### src/rtl/fr_pkg.sv
// Shared constants and the controller state type for the fault record capture block.
package fr_pkg;
    localparam int         REC_BYTES = 8;       // bytes in one record
    localparam logic [7:0] ERASED    = 8'hFF;   // value of an unprogrammed byte
    localparam logic [7:0] HDR_TAG   = 8'h50;   // header tag OR-ed with the slot number

    typedef enum logic [1:0] {
        ST_SCAN  = 2'd0,
        ST_IDLE  = 2'd1,
        ST_WRITE = 2'd2
    } fr_state_e;
endpackage

### src/rtl/fr_status_latch.sv
// Sticky fault status registers with a snapshot copy.
// Assumes: take_i is a single-cycle pulse issued by the controller when a
// capture is accepted; fault lines are synchronous to clk.
module fr_status_latch #(
    parameter int W = 8
) (
    input  logic         clk,
    input  logic         rst_n,
    input  logic         take_i,
    input  logic [W-1:0] flt_lo_i,
    input  logic [W-1:0] flt_hi_i,
    output logic [W-1:0] stat_lo_o,
    output logic [W-1:0] stat_hi_o,
    output logic [W-1:0] snap_lo_o,
    output logic [W-1:0] snap_hi_o
);
    logic [2*W-1:0] stat_q;
    logic [2*W-1:0] snap_q;
    logic [2*W-1:0] flt_w;

    assign flt_w = {flt_hi_i, flt_lo_i};

    // Accumulate faults; on take, move everything seen so far into the snapshot.
    always_ff @(posedge clk) begin
        if (!rst_n) begin
            stat_q <= '0;
            snap_q <= '0;
        end else if (take_i) begin
            snap_q <= stat_q | flt_w;
            stat_q <= '0;
        end else begin
            stat_q <= stat_q | flt_w;
        end
    end

    assign stat_lo_o = stat_q[W-1:0];
    assign stat_hi_o = stat_q[2*W-1:W];
    assign snap_lo_o = snap_q[W-1:0];
    assign snap_hi_o = snap_q[2*W-1:W];

    AST_STAT_STICKY: assert property (@(posedge clk) disable iff (!rst_n)
        !take_i |=> ((stat_q & $past(stat_q)) == $past(stat_q)));
    AST_SNAP_HELD: assert property (@(posedge clk) disable iff (!rst_n)
        !take_i |=> $stable(snap_q));
endmodule

### src/rtl/fr_byte_pacer.sv
// Paces one record as REC_BYTES byte slots of BYTE_CYCLES cycles each.
// Assumes: start_i arrives only while no record is in progress.
module fr_byte_pacer import fr_pkg::*; #(
    parameter int BYTE_CYCLES = 62500,
    parameter int IDX_W       = 3
) (
    input  logic             clk,
    input  logic             rst_n,
    input  logic             start_i,
    output logic             strobe_o,
    output logic [IDX_W-1:0] idx_o,
    output logic             done_o,
    output logic             active_o
);
    localparam int               CNT_W    = $clog2(BYTE_CYCLES + 1);
    localparam logic [CNT_W-1:0] CNT_LAST = CNT_W'(BYTE_CYCLES - 1);
    localparam logic [IDX_W-1:0] IDX_LAST = IDX_W'(REC_BYTES - 1);

    logic             active_q;
    logic [CNT_W-1:0] cnt_q;
    logic [IDX_W-1:0] idx_q;

    // Count cycles inside each byte period and step through the byte index.
    always_ff @(posedge clk) begin
        if (!rst_n) begin
            active_q <= 1'b0;
            cnt_q    <= '0;
            idx_q    <= '0;
        end else if (start_i) begin
            active_q <= 1'b1;
            cnt_q    <= '0;
            idx_q    <= '0;
        end else if (active_q) begin
            if (cnt_q == CNT_LAST) begin
                cnt_q <= '0;
                if (idx_q == IDX_LAST) begin
                    active_q <= 1'b0;
                end else begin
                    idx_q <= idx_q + 1'b1;
                end
            end else begin
                cnt_q <= cnt_q + 1'b1;
            end
        end
    end

    assign strobe_o = active_q && (cnt_q == '0);
    assign done_o   = active_q && (cnt_q == CNT_LAST) && (idx_q == IDX_LAST);
    assign idx_o    = idx_q;
    assign active_o = active_q;

    AST_START_WHEN_IDLE: assert property (@(posedge clk) disable iff (!rst_n)
        start_i |-> !active_q);
endmodule

### src/rtl/fr_record_fmt.sv
// Selects the record byte for a given index from the header and snapshot.
// Assumes: the slot number fits in eight bits; purely combinational.
module fr_record_fmt import fr_pkg::*; #(
    parameter int SLOT_W = 4,
    parameter int IDX_W  = 3
) (
    input  logic [IDX_W-1:0]  idx_i,
    input  logic [SLOT_W-1:0] slot_i,
    input  logic [7:0]        snap_lo_i,
    input  logic [7:0]        snap_hi_i,
    output logic [7:0]        byte_o
);
    // Map the byte index onto the record layout.
    always_comb begin
        case (idx_i)
            IDX_W'(0): byte_o = HDR_TAG | 8'(slot_i);
            IDX_W'(1): byte_o = snap_lo_i;
            IDX_W'(2): byte_o = snap_hi_i;
            IDX_W'(3): byte_o = ~snap_lo_i;
            IDX_W'(4): byte_o = ~snap_hi_i;
            default:   byte_o = 8'h00;
        endcase
    end
endmodule

### src/rtl/fault_record_ctrl.sv
// Fault record capture controller: scans the record area after reset,
// accepts capture requests, and writes one paced eight-byte record per request.
// Assumes: mem_rdata_i reflects mem_addr_o within the same cycle, and the
// record area is only erased while the block is held in reset.
module fault_record_ctrl import fr_pkg::*; #(
    parameter  int SLOTS       = 16,
    parameter  int BYTE_CYCLES = 62500,
    localparam int SLOT_W      = $clog2(SLOTS),
    localparam int IDX_W       = $clog2(REC_BYTES),
    localparam int ADDR_W      = SLOT_W + IDX_W
) (
    input  logic              clk,
    input  logic              rst_n,
    input  logic [7:0]        flt_lo_i,
    input  logic [7:0]        flt_hi_i,
    input  logic              cap_req_i,
    output logic              mem_we_o,
    output logic [ADDR_W-1:0] mem_addr_o,
    output logic [7:0]        mem_wdata_o,
    input  logic [7:0]        mem_rdata_i,
    output logic [7:0]        stat_lo_o,
    output logic [7:0]        stat_hi_o,
    output logic              busy_o,
    output logic              full_o
);
    localparam logic [SLOT_W-1:0] SLOT_LAST = SLOT_W'(SLOTS - 1);

    fr_state_e         state_q;
    logic [SLOT_W-1:0] slot_q;
    logic              full_q;
    logic              accept;
    logic              strobe;
    logic              rec_done;
    logic              pacer_active;
    logic [IDX_W-1:0]  byte_idx;
    logic [7:0]        snap_lo;
    logic [7:0]        snap_hi;

    // A request counts only when idle and a free slot remains.
    assign accept = (state_q == ST_IDLE) && cap_req_i && !full_q;

    fr_status_latch #(.W(8)) i_latch (
        .clk       (clk),
        .rst_n     (rst_n),
        .take_i    (accept),
        .flt_lo_i  (flt_lo_i),
        .flt_hi_i  (flt_hi_i),
        .stat_lo_o (stat_lo_o),
        .stat_hi_o (stat_hi_o),
        .snap_lo_o (snap_lo),
        .snap_hi_o (snap_hi)
    );

    fr_byte_pacer #(.BYTE_CYCLES(BYTE_CYCLES), .IDX_W(IDX_W)) i_pacer (
        .clk      (clk),
        .rst_n    (rst_n),
        .start_i  (accept),
        .strobe_o (strobe),
        .idx_o    (byte_idx),
        .done_o   (rec_done),
        .active_o (pacer_active)
    );

    fr_record_fmt #(.SLOT_W(SLOT_W), .IDX_W(IDX_W)) i_fmt (
        .idx_i     (byte_idx),
        .slot_i    (slot_q),
        .snap_lo_i (snap_lo),
        .snap_hi_i (snap_hi),
        .byte_o    (mem_wdata_o)
    );

    // Main sequencer: post-reset scan, idle wait, record write, slot advance.
    always_ff @(posedge clk) begin
        if (!rst_n) begin
            state_q <= ST_SCAN;
            slot_q  <= '0;
            full_q  <= 1'b0;
        end else begin
            unique case (state_q)
                ST_SCAN: begin
                    if (mem_rdata_i == ERASED) begin
                        state_q <= ST_IDLE;
                    end else if (slot_q == SLOT_LAST) begin
                        full_q  <= 1'b1;
                        state_q <= ST_IDLE;
                    end else begin
                        slot_q <= slot_q + 1'b1;
                    end
                end
                ST_IDLE: begin
                    if (accept) begin
                        state_q <= ST_WRITE;
                    end
                end
                ST_WRITE: begin
                    if (rec_done) begin
                        state_q <= ST_IDLE;
                        if (slot_q == SLOT_LAST) begin
                            full_q <= 1'b1;
                        end else begin
                            slot_q <= slot_q + 1'b1;
                        end
                    end
                end
                default: state_q <= ST_IDLE;
            endcase
        end
    end

    assign mem_addr_o = (state_q == ST_WRITE) ? {slot_q, byte_idx} : {slot_q, {IDX_W{1'b0}}};
    assign mem_we_o   = strobe;
    assign busy_o     = (state_q != ST_IDLE);
    assign full_o     = full_q;

    AST_NO_WRITE_WHEN_FULL: assert property (@(posedge clk) disable iff (!rst_n)
        full_o |-> !mem_we_o);
    AST_FULL_STAYS: assert property (@(posedge clk) disable iff (!rst_n)
        full_o |=> full_o);
    AST_ACCEPT_STROBES: assert property (@(posedge clk) disable iff (!rst_n)
        accept |=> mem_we_o);
    AST_WRITE_MATCHES_PACER: assert property (@(posedge clk) disable iff (!rst_n)
        (state_q == ST_WRITE) |-> pacer_active);
    AST_SCAN_ONCE: assert property (@(posedge clk) disable iff (!rst_n)
        (state_q != ST_SCAN) |=> (state_q != ST_SCAN));
    AST_SNAP_FROZEN: assert property (@(posedge clk) disable iff (!rst_n)
        ((state_q == ST_WRITE) && $past(state_q == ST_WRITE)) |-> $stable({snap_hi, snap_lo}));
endmodule

### config.mk
export PLATFORM = sky130hd
export DESIGN_NAME = fault_record_ctrl
export DESIGN_NICKNAME = d
export VERILOG_FILES = /design/src/rtl/fr_pkg.sv /design/src/rtl/fr_status_latch.sv /design/src/rtl/fr_byte_pacer.sv /design/src/rtl/fr_record_fmt.sv /design/src/rtl/fault_record_ctrl.sv
export SDC_FILE = /design/constraint.sdc
export NUM_CORES = 1
export LEC_CHECK = 0
export BUFFER_PORTS_ARGS = -buffer_cell sky130_fd_sc_hd__buf_2
export CORE_MARGIN = 2
export CORE_UTILIZATION = 49
export DETAILED_ROUTE_END_ITERATION = 16
export PLACE_DENSITY = 0.75
export REMOVE_ABC_BUFFERS = 1
export SLEW_MARGIN = 20
export SYNTH_ARGS = -nofsm -noshare
export SYNTH_HDL_FRONTEND = slang
export SYNTH_SLANG_ARGS = --single-unit
### constraint.sdc
create_clock -name clk -period 1.93 [get_ports clk]
set_clock_uncertainty 0.1 [all_clocks]
set_input_delay 0.2895 -clock clk [delete_from_list [all_inputs] [get_ports clk]]
set_output_delay 0.2895 -clock clk [all_outputs]
set_load 0.03 [all_outputs]
==> flow_metrics.tcl <==
set metrics [dict create \
    status "finished with violations" \
    violations "negative setup slack" \
    cp_data_arrival_time_ns 1.90 \
    synth_edf_count 0 \
    synth.distinct_cells 43 \
    yosys_register_bits 59 \
    avgViaCountPerCell 5.371 \
    antenna_found_initial 0 \
    worstSkewPairLatency_ns 0.34 \
    drc 0 \
    crit_family "flip-flops" \
    p_leak_uw 0.001730 \
    cts_buffer_depth 2 \
    synthTopCellsByArea "dfxtp_1, nor2_1, o211a_1, ha_1, nand2_1" \
    mostFrequentLayoutCells "nor2_1, dfxtp_1, buf_2" \
    die_area_um2 6308 \
    maxSlewViolCount 0 \
    cp_max_fo 8 \
    boundaryPins 61 \
    worstSetupPathType "reg -> out" \
    wl_um 6657 \
    finalHoldViolations 0 \
    worstHoldPathType "in -> reg" \
    fp.coreArea_um2 5507 \
    numCtsBuffers 9 \
    grt_pass1_wl_um 11320 \
    rsz0062_at_grt "yes" \
    grt_pass1_vias 2497 \
    synth_flop_cell "dfxtp_1" \
    dp_hpwl_um 4649 \
    drive_above_1_share 0.3293 \
    dr.pass1.iters 5 \
    cts.sinks 59 \
    grt_max_degree 19 \
    setup_viol 8 \
    antenna_cells 0 \
    max_freq_mhz 436.5 \
    yosysWarnings 0 \
    first_iter_violations 116 \
    area_growth_pct 36.27 \
    cts_tree "built" \
    final_cells 488 \
    synth.avg_cell_area_um2 8.525 \
    die_w_um 79.43 \
    routedWlPerCell_um 13.64 \
    cp-start-kind "flop" \
    placedCellCount 467 \
    worstPathCellList "inv_4 > ha_4 > or3_4 > a21oi_4 > buf_8 > a31oi_1 > buf_4" \
    maxCapViolCount 0 \
    final_antenna_net_count 0 \
    worst_slack_ns -0.3611 \
    critical_path.max_stage_delay_ns 0.39 \
    die_height_um 79.43 \
    yosysTopAreaCellShare 0.4237 \
    power_density_nw_per_um2 749.1 \
    ctsHtreeMaxLevel 3 \
    slowest_stage "dfxtp_4" \
    rows 27 \
    placed_cell_area_um2 3321 \
    synth.cell_area_um2 2788 \
    tightest_slew_ns 0.4714 \
    layout_commonest_cell "nor2_1" \
    fin_util 0.6898 \
    ir_drop_mv 0.4972 \
    crit_required_ns 1.54 \
    crit_path_end_kind "output port" \
    reg2reg_slack_ns 0.21 \
    setup-tns-final_ns -2.719 \
    cts.root.buffer_cell "clkbuf_8" \
    overflow 0 \
    critical_path_buf_inv_count 3 \
    vias 2621 \
    cts.hold.buffers_added 0 \
    seq_area_frac_synth 0.4237 \
    path_clk_slew_ns 0.06 \
    ys_async_sr_fraction 0 \
    gp_congestion 0.8464 \
    grtUsageTotal 0.2277 \
    synthCells 327 \
    io_buffers 60 \
    fill_cells 436 \
    fin_area_um2 3799 \
    nNetsFinal 447 \
    yosysTopAreaCell "dfxtp_1" \
    slew_headroom 0.6858 \
    post-route-period-util 1.187 \
    start_util 0.5062 \
    final.min_clock_period_ns 2.291 \
    place_ws_ns -0.1032 \
]
## area by class of cell
| class | instances | area, um^2 | area share |
|---|---|---|---|
| Clock buffer | 12 | 155.1 | 0.04084 |
| Clock inverter | 4 | 72.57 | 0.01910 |
| Inverter | 12 | 50.05 | 0.01318 |
| Multi-Input combinational cell | 239 | 1638 | 0.4312 |
| Sequential cell | 59 | 1191 | 0.3136 |
| Tap cell | 72 | 90.09 | 0.02372 |
| Timing Repair Buffer | 90 | 601.8 | 0.1584 |
## synthesized netlist by cell type (3+ instances only)
master / instances
a21oi_1: 6
a22oi_1: 4
and2_1: 3
and4_1: 3
buf_2: 4
clkbuf_1: 12
dfxtp_1: 59
ha_1: 9
inv_1: 12
mux2i_1: 5
nand2_1: 30
nand2b_1: 4
nand3_1: 8
nand3b_1: 3
nand4_1: 12
nor2_1: 68
nor2b_1: 3
nor3_1: 7
nor4_1: 5
o211a_1: 16
o21a_1: 4
o21ai_0: 6
o22ai_1: 3
xnor2_1: 12
xor2_1: 3
## worst min-delay path, stage by stage
cell    delay [ns]
buf_2         0.07
nor2_1        0.04
nor2_1        0.07
## where the power goes
| part | leakage, uW | internal (uW) | switching, uW |
|---|---|---|---|
| sequential | 0.000484 | 1250 | 25.8 |
| combinational | 0.00113 | 106 | 180 |
| clock | 0.000113 | 795 | 486 |
## metrics by stage
stage                     total power [uW]  hold slack, ns
after global routing                  2945         0.08159
after detailed placement              1575          0.3627
final                                 2846         0.06937
after floorplan                       1461          0.3022
after CTS                             2863         0.06174
after global placement                1569          0.3489
## cells by family (layout without fill, tap and decap cells)
family	after synthesis	count (layout)	synth area share
fa+ha+maj	9	9	0.04040
compound gates	55	55	0.1535
simple gates	155	155	0.2751
xor+xnor	15	15	0.04713
flops	59	59	0.4237
mux	5	5	0.01795
buf+inv	29	118	0.04219
## layer usage
layer | up-vias | share of wire | routed length, um | GRT usage
met4 | 0 | 0.012 | 81 | 0.08276
met1 | 1223 | 0.43 | 2839 | 0.2758
met3 | 12 | 0.052 | 344 | 0.05204
li1 | 1314 | - | - | -
met2 | 72 | 0.51 | 3392 | 0.3933
met5 | - | 0 | 0 | 0
## registers in the layout, summed over array words and instances, names as in the netlist
register,cells
i_pacer.cnt_q,16
state_q,2
full_o,1
slot_q,4
i_pacer.active_o,1
i_latch.stat_q,16
i_latch.snap_q,16
i_pacer.idx_o,3
## what timing repair did
item | CTS | global route
resized for setup | 50 | 11
setup buffers | 4 | 1
endpoints found under the setup margin | 12 | 12
hold endpoints to repair | 0 | 0
pin swaps | 12 | 5
## final timing paths
check / cells after the start / startpoint / end
hold reg to reg: 2 / i_latch.stat_q[2]$_SDFF_PP0_ / i_latch.stat_q[2]$_SDFF_PP0_
hold / removal: 3 / flt_hi_i[2] / i_latch.stat_q[10]$_SDFF_PP0_
setup / recovery: 7 / i_pacer.idx_o[1]$_SDFFE_PP0P_ / mem_wdata_o[5]
setup reg to reg: 5 / i_pacer.cnt_q[0]$_SDFFE_PP0P_ / slot_q[1]$_SDFFE_PN0P_
No activity file was read; power rests on OpenSTA's default activity.
